`src/rtl/dq_pkg.sv`:
```
// Package: shared types and bit positions for the descriptor queue.
// Assumes 32-bit register words and a 64-bit buffer address.
package dq_pkg;
    localparam int WORD_W     = 32;
    localparam int ST_EMPTY   = 8;
    localparam int ST_FULL    = 9;
    localparam int ST_ERR     = 10;
    localparam int NOTIFY_BIT = 16;
    localparam int CTL_FLUSH  = 0;

    typedef struct packed {
        logic [63:0] addr;
        logic [31:0] len;
        logic [31:0] flags;
    } dq_desc_t;
endpackage

```
`src/rtl/dq_assembler.sv`:
```
// Module: dq_assembler
// Collects four sequential 32-bit words into one descriptor and raises
// a commit strobe on the fourth. Assumes words arrive in the order
// addr low, addr high, length, flags. A flush drops any partial words.
module dq_assembler
    import dq_pkg::*;
(
    input  logic              clk,
    input  logic              rst_n,
    input  logic              flush,
    input  logic              word_en,
    input  logic [WORD_W-1:0] word_data,
    output logic              commit,
    output dq_desc_t          desc
);
    localparam int WORDS = 4;
    localparam int PH_W  = $clog2(WORDS);

    logic [PH_W-1:0]   phase_q;
    logic [WORD_W-1:0] addr_lo_q;
    logic [WORD_W-1:0] addr_hi_q;
    logic [WORD_W-1:0] len_q;

    // The last word completes a descriptor unless the ring is being flushed.
    assign commit = word_en && !flush && (phase_q == PH_W'(WORDS - 1));

    // Descriptor view: the staged words plus the word now arriving.
    always_comb begin
        desc.addr  = {addr_hi_q, addr_lo_q};
        desc.len   = len_q;
        desc.flags = word_data;
    end

    // Word position counter; wraps after the fourth word, cleared by flush.
    always_ff @(posedge clk) begin
        if (!rst_n || flush) begin
            phase_q <= '0;
        end else if (word_en) begin
            phase_q <= phase_q + 1'b1;
        end
    end

    // Staging registers for the first three words.
    always_ff @(posedge clk) begin
        if (!rst_n) begin
            addr_lo_q <= '0;
            addr_hi_q <= '0;
            len_q     <= '0;
        end else if (word_en && !flush) begin
            case (phase_q)
                PH_W'(0): addr_lo_q <= word_data;
                PH_W'(1): addr_hi_q <= word_data;
                PH_W'(2): len_q     <= word_data;
                default:  ;
            endcase
        end
    end

    // Counts the words written since the last commit; must trail phase_q.
    logic [PH_W-1:0] words_seen_q;
    always_ff @(posedge clk) begin
        if (!rst_n || flush) begin
            words_seen_q <= '0;
        end else if (word_en) begin
            words_seen_q <= (words_seen_q == PH_W'(WORDS - 1)) ? '0 : words_seen_q + 1'b1;
        end
    end

    AST_COMMIT_ON_LAST: assert property (@(posedge clk) disable iff (!rst_n)
        commit |-> (words_seen_q == PH_W'(WORDS - 1)))
        else $error("commit before fourth word");
endmodule

```
`src/rtl/dq_store.sv`:
```
// Module: dq_store
// Ring of DEPTH descriptor slots with write and read pointers, an occupancy
// counter, and a sticky overflow error. Assumes DEPTH is a power of two.
// Flush empties the ring and clears the error.
module dq_store
    import dq_pkg::*;
#(
    parameter int DEPTH = 4
) (
    input  logic                       clk,
    input  logic                       rst_n,
    input  logic                       flush,
    input  logic                       push,
    input  dq_desc_t                   push_desc,
    input  logic                       pop,
    input  logic                       err_clr,
    output dq_desc_t                   pop_desc,
    output logic                       pop_ok,
    output logic [$clog2(DEPTH)-1:0]   wr_ptr,
    output logic [$clog2(DEPTH)-1:0]   rd_ptr,
    output logic                       full,
    output logic                       empty,
    output logic                       err
);
    localparam int PTR_W = $clog2(DEPTH);
    localparam int CNT_W = $clog2(DEPTH + 1);

    logic [CNT_W-1:0] count_q;
    logic             push_ok;
    dq_desc_t         slot_view [DEPTH];

    assign full    = (count_q == CNT_W'(DEPTH));
    assign empty   = (count_q == '0);
    assign push_ok = push && !full;
    assign pop_ok  = pop && !empty && !flush;
    assign pop_desc = slot_view[rd_ptr];

    // Slot storage: one register per slot, written when the write pointer selects it.
    for (genvar s = 0; s < DEPTH; s++) begin : g_slot
        dq_desc_t q;
        always_ff @(posedge clk) begin
            if (!rst_n) begin
                q <= '0;
            end else if (push_ok && !flush && (wr_ptr == PTR_W'(s))) begin
                q <= push_desc;
            end
        end
        assign slot_view[s] = q;
    end

    // Pointer and occupancy update for accepted pushes and pops.
    always_ff @(posedge clk) begin
        if (!rst_n || flush) begin
            wr_ptr  <= '0;
            rd_ptr  <= '0;
            count_q <= '0;
        end else begin
            if (push_ok) wr_ptr <= wr_ptr + 1'b1;
            if (pop_ok)  rd_ptr <= rd_ptr + 1'b1;
            case ({push_ok, pop_ok})
                2'b10:   count_q <= count_q + 1'b1;
                2'b01:   count_q <= count_q - 1'b1;
                default: ;
            endcase
        end
    end

    // Sticky overflow flag: set on a push into a full ring, set beats clear.
    always_ff @(posedge clk) begin
        if (!rst_n || flush) begin
            err <= 1'b0;
        end else if (push && full) begin
            err <= 1'b1;
        end else if (err_clr) begin
            err <= 1'b0;
        end
    end

    AST_FULL_EMPTY_EXCL: assert property (@(posedge clk) disable iff (!rst_n)
        !(full && empty))
        else $error("full and empty together");
    AST_PTR_EQ_FLAG: assert property (@(posedge clk) disable iff (!rst_n)
        (wr_ptr == rd_ptr) |-> (full || empty))
        else $error("equal pointers without full or empty");
    AST_NO_OVERFLOW: assert property (@(posedge clk) disable iff (!rst_n)
        (push && full && !pop && !flush) |=> ($stable(wr_ptr) && err))
        else $error("push into full ring moved pointer");
    AST_POP_EMPTY: assert property (@(posedge clk) disable iff (!rst_n)
        (pop && empty && !push && !flush) |=> $stable(rd_ptr))
        else $error("pop on empty ring moved pointer");
    AST_FLUSH_EMPTY: assert property (@(posedge clk) disable iff (!rst_n)
        flush |=> (empty && !err && wr_ptr == '0 && rd_ptr == '0))
        else $error("flush left ring occupied");
endmodule

```
`src/rtl/dq_residue.sv`:
```
// Module: dq_residue
// Holds the active descriptor and its remaining byte count. A load takes
// precedence over a beat in the same cycle. Raises a one-cycle notify
// pulse when a beat drains the residue of a descriptor with the notify flag.
module dq_residue
    import dq_pkg::*;
#(
    parameter int BEAT_W = 4
) (
    input  logic              clk,
    input  logic              rst_n,
    input  logic              flush,
    input  logic              load,
    input  dq_desc_t          load_desc,
    input  logic              beat_en,
    input  logic [BEAT_W-1:0] beat_bytes,
    output dq_desc_t          act,
    output logic [WORD_W-1:0] residue,
    output logic              done_pulse
);
    logic [WORD_W-1:0] step;
    logic              drains;

    // Beat size limited to what is left, so the count stops at zero.
    always_comb begin
        step   = (WORD_W'(beat_bytes) >= residue) ? residue : WORD_W'(beat_bytes);
        drains = beat_en && (residue != '0) && (step == residue);
    end

    // Active descriptor registers.
    always_ff @(posedge clk) begin
        if (!rst_n || flush) begin
            act <= '0;
        end else if (load) begin
            act <= load_desc;
        end
    end

    // Residue count: load with length, lower on each beat.
    always_ff @(posedge clk) begin
        if (!rst_n || flush) begin
            residue <= '0;
        end else if (load) begin
            residue <= load_desc.len;
        end else if (beat_en) begin
            residue <= residue - step;
        end
    end

    // Completion pulse for descriptors that request notification.
    always_ff @(posedge clk) begin
        if (!rst_n || flush) begin
            done_pulse <= 1'b0;
        end else begin
            done_pulse <= !load && drains && act.flags[NOTIFY_BIT];
        end
    end

    AST_RESIDUE_LOAD: assert property (@(posedge clk) disable iff (!rst_n)
        (load && !flush) |=> (residue == $past(load_desc.len)))
        else $error("residue not loaded with length");
    AST_RESIDUE_DEC: assert property (@(posedge clk) disable iff (!rst_n)
        (beat_en && !load && !flush) |=> (residue <= $past(residue)))
        else $error("residue grew on a beat");
    AST_NOTIFY_ZERO: assert property (@(posedge clk) disable iff (!rst_n)
        done_pulse |-> (residue == '0))
        else $error("notify with residue left");
    AST_NOTIFY_ONE_CYCLE: assert property (@(posedge clk) disable iff (!rst_n)
        done_pulse |=> !done_pulse)
        else $error("notify longer than one cycle");
endmodule

```
`src/rtl/dma_desc_queue.sv`:
```
// Module: dma_desc_queue (top)
// Per-channel descriptor queue for a cyclic DMA engine: word-wise descriptor
// entry, four-slot ring with status word, flush control, and an active
// descriptor with live residue. Assumes register writes arrive as one-cycle
// strobes and that DEPTH matches the 2-bit slot fields of the status word.
module dma_desc_queue
    import dq_pkg::*;
#(
    parameter int DEPTH  = 4,
    parameter int BEAT_W = 4
) (
    input  logic              clk,
    input  logic              rst_n,
    input  logic              desc_wr_en,
    input  logic [31:0]       desc_wr_data,
    input  logic              stat_wr_en,
    input  logic [31:0]       stat_wr_data,
    input  logic              ctl_wr_en,
    input  logic [31:0]       ctl_wr_data,
    input  logic              pop_req,
    input  logic              beat_en,
    input  logic [BEAT_W-1:0] beat_bytes,
    output logic [31:0]       ring_status,
    output logic              desc_avail,
    output logic [63:0]       act_addr,
    output logic [31:0]       act_len,
    output logic [31:0]       act_flags,
    output logic [31:0]       residue,
    output logic              act_busy,
    output logic              done_notify
);
    localparam int PTR_W = $clog2(DEPTH);

    logic             flush_q;
    logic             commit;
    dq_desc_t         new_desc;
    dq_desc_t         head_desc;
    dq_desc_t         act;
    logic             pop_ok;
    logic [PTR_W-1:0] wr_ptr;
    logic [PTR_W-1:0] rd_ptr;
    logic             full;
    logic             empty;
    logic             err;

    logic unused_bits;
    assign unused_bits = ^{stat_wr_data[31:ST_ERR+1], stat_wr_data[ST_ERR-1:0],
                           ctl_wr_data[31:CTL_FLUSH+1]};

    // Flush control bit: holds both rings empty while set.
    always_ff @(posedge clk) begin
        if (!rst_n) begin
            flush_q <= 1'b0;
        end else if (ctl_wr_en) begin
            flush_q <= ctl_wr_data[CTL_FLUSH];
        end
    end

    dq_assembler u_asm (
        .clk       (clk),
        .rst_n     (rst_n),
        .flush     (flush_q),
        .word_en   (desc_wr_en),
        .word_data (desc_wr_data),
        .commit    (commit),
        .desc      (new_desc)
    );

    dq_store #(.DEPTH(DEPTH)) u_store (
        .clk       (clk),
        .rst_n     (rst_n),
        .flush     (flush_q),
        .push      (commit),
        .push_desc (new_desc),
        .pop       (pop_req),
        .err_clr   (stat_wr_en && stat_wr_data[ST_ERR]),
        .pop_desc  (head_desc),
        .pop_ok    (pop_ok),
        .wr_ptr    (wr_ptr),
        .rd_ptr    (rd_ptr),
        .full      (full),
        .empty     (empty),
        .err       (err)
    );

    dq_residue #(.BEAT_W(BEAT_W)) u_res (
        .clk        (clk),
        .rst_n      (rst_n),
        .flush      (flush_q),
        .load       (pop_ok),
        .load_desc  (head_desc),
        .beat_en    (beat_en),
        .beat_bytes (beat_bytes),
        .act        (act),
        .residue    (residue),
        .done_pulse (done_notify)
    );

    // Status word packing: slot fields, then empty, full and error flags.
    always_comb begin
        ring_status           = '0;
        ring_status[1:0]      = 2'(wr_ptr);
        ring_status[5:4]      = 2'(rd_ptr);
        ring_status[ST_EMPTY] = empty;
        ring_status[ST_FULL]  = full;
        ring_status[ST_ERR]   = err;
    end

    // Consumer-side outputs.
    assign desc_avail = !empty;
    assign act_addr   = act.addr;
    assign act_len    = act.len;
    assign act_flags  = act.flags;
    assign act_busy   = (residue != '0);

    AST_STATUS_RESERVED: assert property (@(posedge clk) disable iff (!rst_n)
        (ring_status[31:11] == '0) && (ring_status[7:6] == '0) && (ring_status[3:2] == '0))
        else $error("reserved status bits set");
    AST_POP_PRIORITY: assert property (@(posedge clk) disable iff (!rst_n)
        (pop_ok && beat_en) |=> (residue == act_len))
        else $error("beat won over pop");
endmodule

```
`config.mk`:
```
export PLATFORM = sky130hd
export DESIGN_NAME = dma_desc_queue
export DESIGN_NICKNAME = d
export VERILOG_FILES = /design/src/rtl/dq_pkg.sv /design/src/rtl/dq_assembler.sv /design/src/rtl/dq_store.sv /design/src/rtl/dq_residue.sv /design/src/rtl/dma_desc_queue.sv
export SDC_FILE = /design/constraint.sdc
export NUM_CORES = 2
export LEC_CHECK = 0
export ABC_AREA = 1
export BUFFER_PORTS_ARGS = -buffer_cell sky130_fd_sc_hd__buf_4
export CELL_PAD_IN_SITES_DETAIL_PLACEMENT = 2
export CELL_PAD_IN_SITES_GLOBAL_PLACEMENT = 2
export CORE_ASPECT_RATIO = 0.8
export CORE_MARGIN = 10
export CORE_UTILIZATION = 37
export CTS_BUF_LIST = sky130_fd_sc_hd__clkbuf_8 sky130_fd_sc_hd__clkbuf_16
export CTS_CLUSTER_SIZE = 20
export DETAILED_ROUTE_END_ITERATION = 8
export MAX_ROUTING_LAYER = met4
export PLACE_DENSITY_LB_ADDON = 0.2
export SYNTH_ARGS = -nofsm -noshare
export SYNTH_HDL_FRONTEND = slang
export SYNTH_SLANG_ARGS = --single-unit
```
`constraint.sdc`:
```
create_clock -name clk -period 5.9 [get_ports clk]
set_input_delay 0.885 -clock clk [delete_from_list [all_inputs] [get_ports clk]]
set_output_delay 0.885 -clock clk [all_outputs]
set_load 0.03 [all_outputs]
```
# After elaboration in Yosys (flattened, before gate mapping)

Cells that the tools add are included.

Flip-flop bits (word level): 780
Latch bits: 0
RAM bits: 0
ROM bits: 0
Input port bits: 107
Output and inout port bits: 195
Memories kept: 0

$add $sub $neg: 6
Multiply operators: 0
Divide/modulo/power cells: 0
$lt $le $gt $ge: 2
Eq/ne operators: 10
Shift-type cells: 0
Multiplexer cells: 9
Bitwise operators: 1
Reduce and logical (&&, ||, !) cells: 32

Operators with widths:

| operator              | count |
|---|---|
| $bmux W128 S2         | 1 |
| $mux W128             | 2 |
| $mux W32              | 3 |
| $eq A32 B32 Y1        | 1 |
| $ge A4 B32 Y1         | 1 |
| $reduce_bool A32 Y1   | 1 |
| $sub A32 B32 Y32      | 1 |
| $logic_and A1 B1 Y1   | 16 |
| $eq A2 B2 Y1 const B  | 5 |
| $add A2 B1 Y2 const B | 3 |
| $eq A2 B1 Y1 const B  | 3 |
| $pmux W3 S2           | 1 |
| $reduce_and A2 Y1     | 3 |
| $reduce_bool A2 Y1    | 3 |
| $logic_not A1 Y1      | 5 |
| $logic_not A2 Y1      | 2 |
| $add A3 B1 Y3 const B | 1 |
| $eq A3 B3 Y1 const B  | 1 |
| $ge A3 B3 Y1 const B  | 1 |
| $logic_not A3 Y1      | 1 |
| $not A2 Y3            | 1 |
| $sub A3 B1 Y3 const B | 1 |
| $mux W1               | 2 |
| $logic_or A1 B1 Y1    | 1 |

# Depth between registers and ports, before layout

Depth in word-level cells: 7
Depth in mapped cells: 21

# By module

A second synthesis with hierarchy kept.

Cell total of the unflattened synthesis: 5733
Area total of the unflattened synthesis: 36208.5 sq um

By module, submodules not included:

| module         | instances | cells an instance | area an instance (sq um) | seq. area each (sq um) |
|---|---|---|---|---|
| dq_store       | 1         | 4032              | 24498.5                  | 10410.0 |
| dq_residue     | 1         | 961               | 6892.9                   | 3223.1 |
| dq_assembler   | 1         | 659               | 4379.2                   | 1961.9 |
| dma_desc_queue | 1         | 81                | 437.9                    | 20.0 |

# Worst setup path before layout

No wires, ideal clock.

Path type: input to register
From: input port beat_bytes[0]
To: register u_res.residue[20]
Library setup time: 0.070 ns
Data arrival time: 3.353 ns
Required time: 5.830 ns
Path slack: 2.477 ns
Stages on the path: 20
Path buffers: 0
Cells stage by stage: inv_1 -> ha_1 -> inv_1 -> nand2_1 -> a21oi_1 -> o21ai_0 -> nand3_1 -> nor2_1 -> a21oi_1 -> ha_1 -> inv_1 -> fa_1 -> inv_1 -> nor2_1 -> nor2_1 -> nand3_1 -> nor2_1 -> or2_2 -> nand3_1 -> a21oi_1

Cells in the longest elaborated chain, start to end: 5

Ends and longest elaborated chain:

| what                   | RTL line             | text |
|---|---|---|
| start: declaration     | dma_desc_queue.sv:22 | `input logic [BEAT_W-1:0] beat_bytes,` |
| $ge A4 B32 Y1          | dq_residue.sv:26     | `step = (WORD_W'(beat_bytes) >= residue) ? residue : WORD_W'(beat_bytes);` |
| $mux W32 *             | dq_residue.sv:26     |  |
| $sub A32 B32 Y32 *     | dq_residue.sv:46     | `residue <= residue - step;` |
| $mux W32 *             | dq_residue.sv:45     | `end else if (beat_en) begin` |
| $mux W32 *             | dq_residue.sv:43     | `end else if (load) begin` |
| end signal: assignment | dq_residue.sv:44     | `residue <= load_desc.len;` |
| end signal: assignment | dq_residue.sv:46     |  |
| end: declaration       | dq_residue.sv:18     | `output logic [WORD_W-1:0] residue,` |

Mark *: on every way between the ends. The rest lies on a longest branch, timed or not. The select of a mux whose other input is x is not followed.
A chain may end at the register's enable or synchronous reset.

# Worst setup path after layout

From: register u_res.residue[24]
To: register u_res.residue[26]

Cells in the longest elaborated chain, start to end: 5

Ends and longest elaborated chain:

| what               | RTL line |
|---|---|
| $ge A4 B32 Y1      | dq_residue.sv:26 |
| $mux W32           | dq_residue.sv:26 |
| $sub A32 B32 Y32 * | dq_residue.sv:46 |
| $mux W32 *         | dq_residue.sv:45 |
| $mux W32 *         | dq_residue.sv:43 |

Marked as above.

==> results.cfg <==
[route]
drt-wirelength-per-cell_microns = 23.94
drtIter0Drc = 2394
wl_microns = 135100
ant_nets = 0
first_pass_iters = 8
routed_via_density = 5.647
route.detailed.drc = 0
vias = 31850

[synthesis]
synth-main-ff-cell = dfxtp_1
synth.area.top_cells = dfxtp_1, a21oi_1, o21ai_0
synth_seq_area_share_pct = 47.85
yosysTopAreaCellShare_pct = 47.85
ys_ff_latch = 780
synthCells = 4421
yosys_warnings = 0
synth_common_cells = a21oi_1, dfxtp_1, nand2_1, o21ai_0, nand3_1
synth-async-reset-ratio_pct = 0
synth_top_area_cell = dfxtp_1
synth-edff-count = 0
synth.avg_cell_area_sq_um = 7.381
synth.most_common_cell = a21oi_1
syn_area_sq_um = 32630
ys_types = 35

[sta]
grt_setup_unrepaired = no
max_slew_margin_pct = 22.98
skew_ps = 25.62
hold_violations = 0
finalSetupTns_ps = 0
maxSlewViolCount = 0
worst_pin_slew_ps = 1155
finalCriticalPeriod_ps = 3831
post-route-period-util_pct = 64.93
setup_viol = 0
max_freq_mhz = 261.0

[clocking]
ctsLongestPathBuffers = 3
clkLatencyLatePin_ps = 660
path_clk_slew_ps = 60
post_cts_resized = 0
cts.sinks = 780
hold_buffers = 0
numCtsBuffers = 85
htreeDepth = 3
cts_setup_buffers = 0
cts_root_buf = clkbuf_16
cts_tree = yes

[worst_setup_path]
startpoint_type = register
crit_type = reg2reg
r2r_slack_ps = 2070
worstPathArrival_ps = 4400
cp_max_fo = 8
crit_path_end_kind = register
cp.required_ps = 6470

[power_and_ir_drop]
powerDensity_nw_per_um2 = 312.6
p_leak_nw = 13.01
ir_worst_vdd_mv = 0.1919

[global_route]
grt_pass1_wl_microns = 207400
grt_max_degree = 178
grt.overflow.total = 0
first_global_vias = 33750
grt_use_total_pct = 26.61
antenna_found_initial = 16

[flow_run]
cap_viol_max_count = 0

[floorplan]
core_area_sq_um = 87510
dieArea_sq_um = 100500
start_util_pct = 37.29
ios = 302
die_h_microns = 285.6
die-width_microns = 352.0
num_rows = 97

[cells_and_area]
drive_gt1_share_pct = 9.160
fin_nets = 4503
stdcell_count = 5641
syn_to_final_growth_pct = 14.33

[placed_design]
place.port_buffers = 214
dp_cells = 5478
gp_congestion = 0.8228
dp.final_hpwl_microns = 77480

[min_path]
min_path_type = reg2reg

[status]
status = finished clean
## kinds of logic after synthesis
group                    count (synthesis)  synth area share (%)
other                                    1               0.01149
flip-flops                             780                 47.85
AND/OR/NAND/NOR                       1329                 17.23
adder cells (fa/ha/maj)                 19                0.7745
AO/OA/AOI/OAI                         1568                 24.73
buffers and inverters                  724                 9.405
## cell usage in the layout, fill, tap and decap left out, types with 4 or more instances in the layout
cell,Yosys,layout
buf_12,0,9
o21ai_1,14,14
conb_1,1,25
o22ai_1,29,29
o21ai_0,570,570
nor3_1,4,4
clkbuf_16,0,89
nor2_1,160,160
dfxtp_1,780,778
a31oi_1,51,51
nand4_1,7,7
clkinv_2,0,8
nand3_2,2,4
nand3_1,448,445
inv_1,309,337
ha_1,17,13
a32o_1,23,23
buf_4,51,243
a21oi_1,878,878
diode_2,0,10
clkbuf_8,0,21
nand2_1,698,696
## metrics by stage
stage | utilization (%) | hold WS [ps] | worst slack (ps) | total power, mW | area [sq um]
floorplan | - | 429.7 | 2477 | 6.024 | 32720
global placement | 39.42 | 440.4 | 1791 | 6.343 | 34490
detailed placement | 39.42 | 448.4 | 1667 | 6.372 | 34490
CTS | 42.61 | 457.9 | 2045 | 11.76 | 37280
global route | 42.63 | 473.4 | 1711 | 12.10 | 37300
finish | 42.64 | 452.8 | 2069 | 11.66 | 37310
## state kept, by name, summed over array words and instances, names as in the netlist
name and count:
u_store.g_slot.q 512, u_res.act 128, u_asm.addr_hi_q 32, u_asm.addr_lo_q 32, u_asm.len_q 32, u_res.residue 32, u_store.count_q 3, u_asm.phase_q 2
u_store.rd_ptr 2, u_store.wr_ptr 2, flush_q 1, u_res.done_pulse 1, u_store.err 1
## layout make-up
class                           count  area, sq um
Fill cell                       10090        50200
Sequential cell                   780        15620
Tap cell                         1188         1486
Clock inverter                     43        275.3
Antenna cell                       10        25.02
Multi-Input combinational cell   2941        14140
Inverter                          316         1225
Timing Repair Buffer              253         2016
Clock buffer                      110         2516
## critical path, stage by stage (launching register included)
cell     delay [ps]
dfxtp_1         370
nor2_1          250
nand2_1         150
nor3_1          400
nand3_1         310
a21oi_1         250
ha_1            170
inv_1            70
fa_1            400
inv_1            70
nor2_1           40
nor2_1          250
nand3_1         300
nor2_1          320
nand2_1         100
nand2_1          80
nand3_1          70
a21oi_1         160
## routing by layer
layer / GRT usage, % / wire length, microns / up-vias
met5: - / 0 / -
met4: 6.126 / 2849 / 0
met3: 4.271 / 6953 / 148
met2: 42.90 / 62790 / 667
met1: 34.84 / 62480 / 16260
li1: - / - / 14780
## report_power, final
| part | total [mW] | internal [mW] | switching, mW |
|---|---|---|---|
| clock | 5.40 | 3.11 | 2.28 |
| sequential | 5.45 | 5.34 | 0.108 |
| combinational | 0.819 | 0.203 | 0.616 |
| total | 11.7 | 8.66 | 3.01 |
## path summary, 6_finish.rpt
| path | to | cells past startpoint | start |
|---|---|---|---|
| hold / removal | u_store.g_slot[2].q[97]$_SDFFE_PN0P_ | 2 | u_store.g_slot[2].q[97]$_SDFFE_PN0P_ |
| setup reg to reg | u_res.residue[26]$_SDFFE_PP0P_ | 17 | u_res.residue[24]$_SDFFE_PP0P_ |
| hold reg to reg | u_store.g_slot[2].q[97]$_SDFFE_PN0P_ | 2 | u_store.g_slot[2].q[97]$_SDFFE_PN0P_ |
| setup / recovery | u_res.residue[26]$_SDFFE_PP0P_ | 17 | u_res.residue[24]$_SDFFE_PP0P_ |
Power figures use the tool's default switching activity.
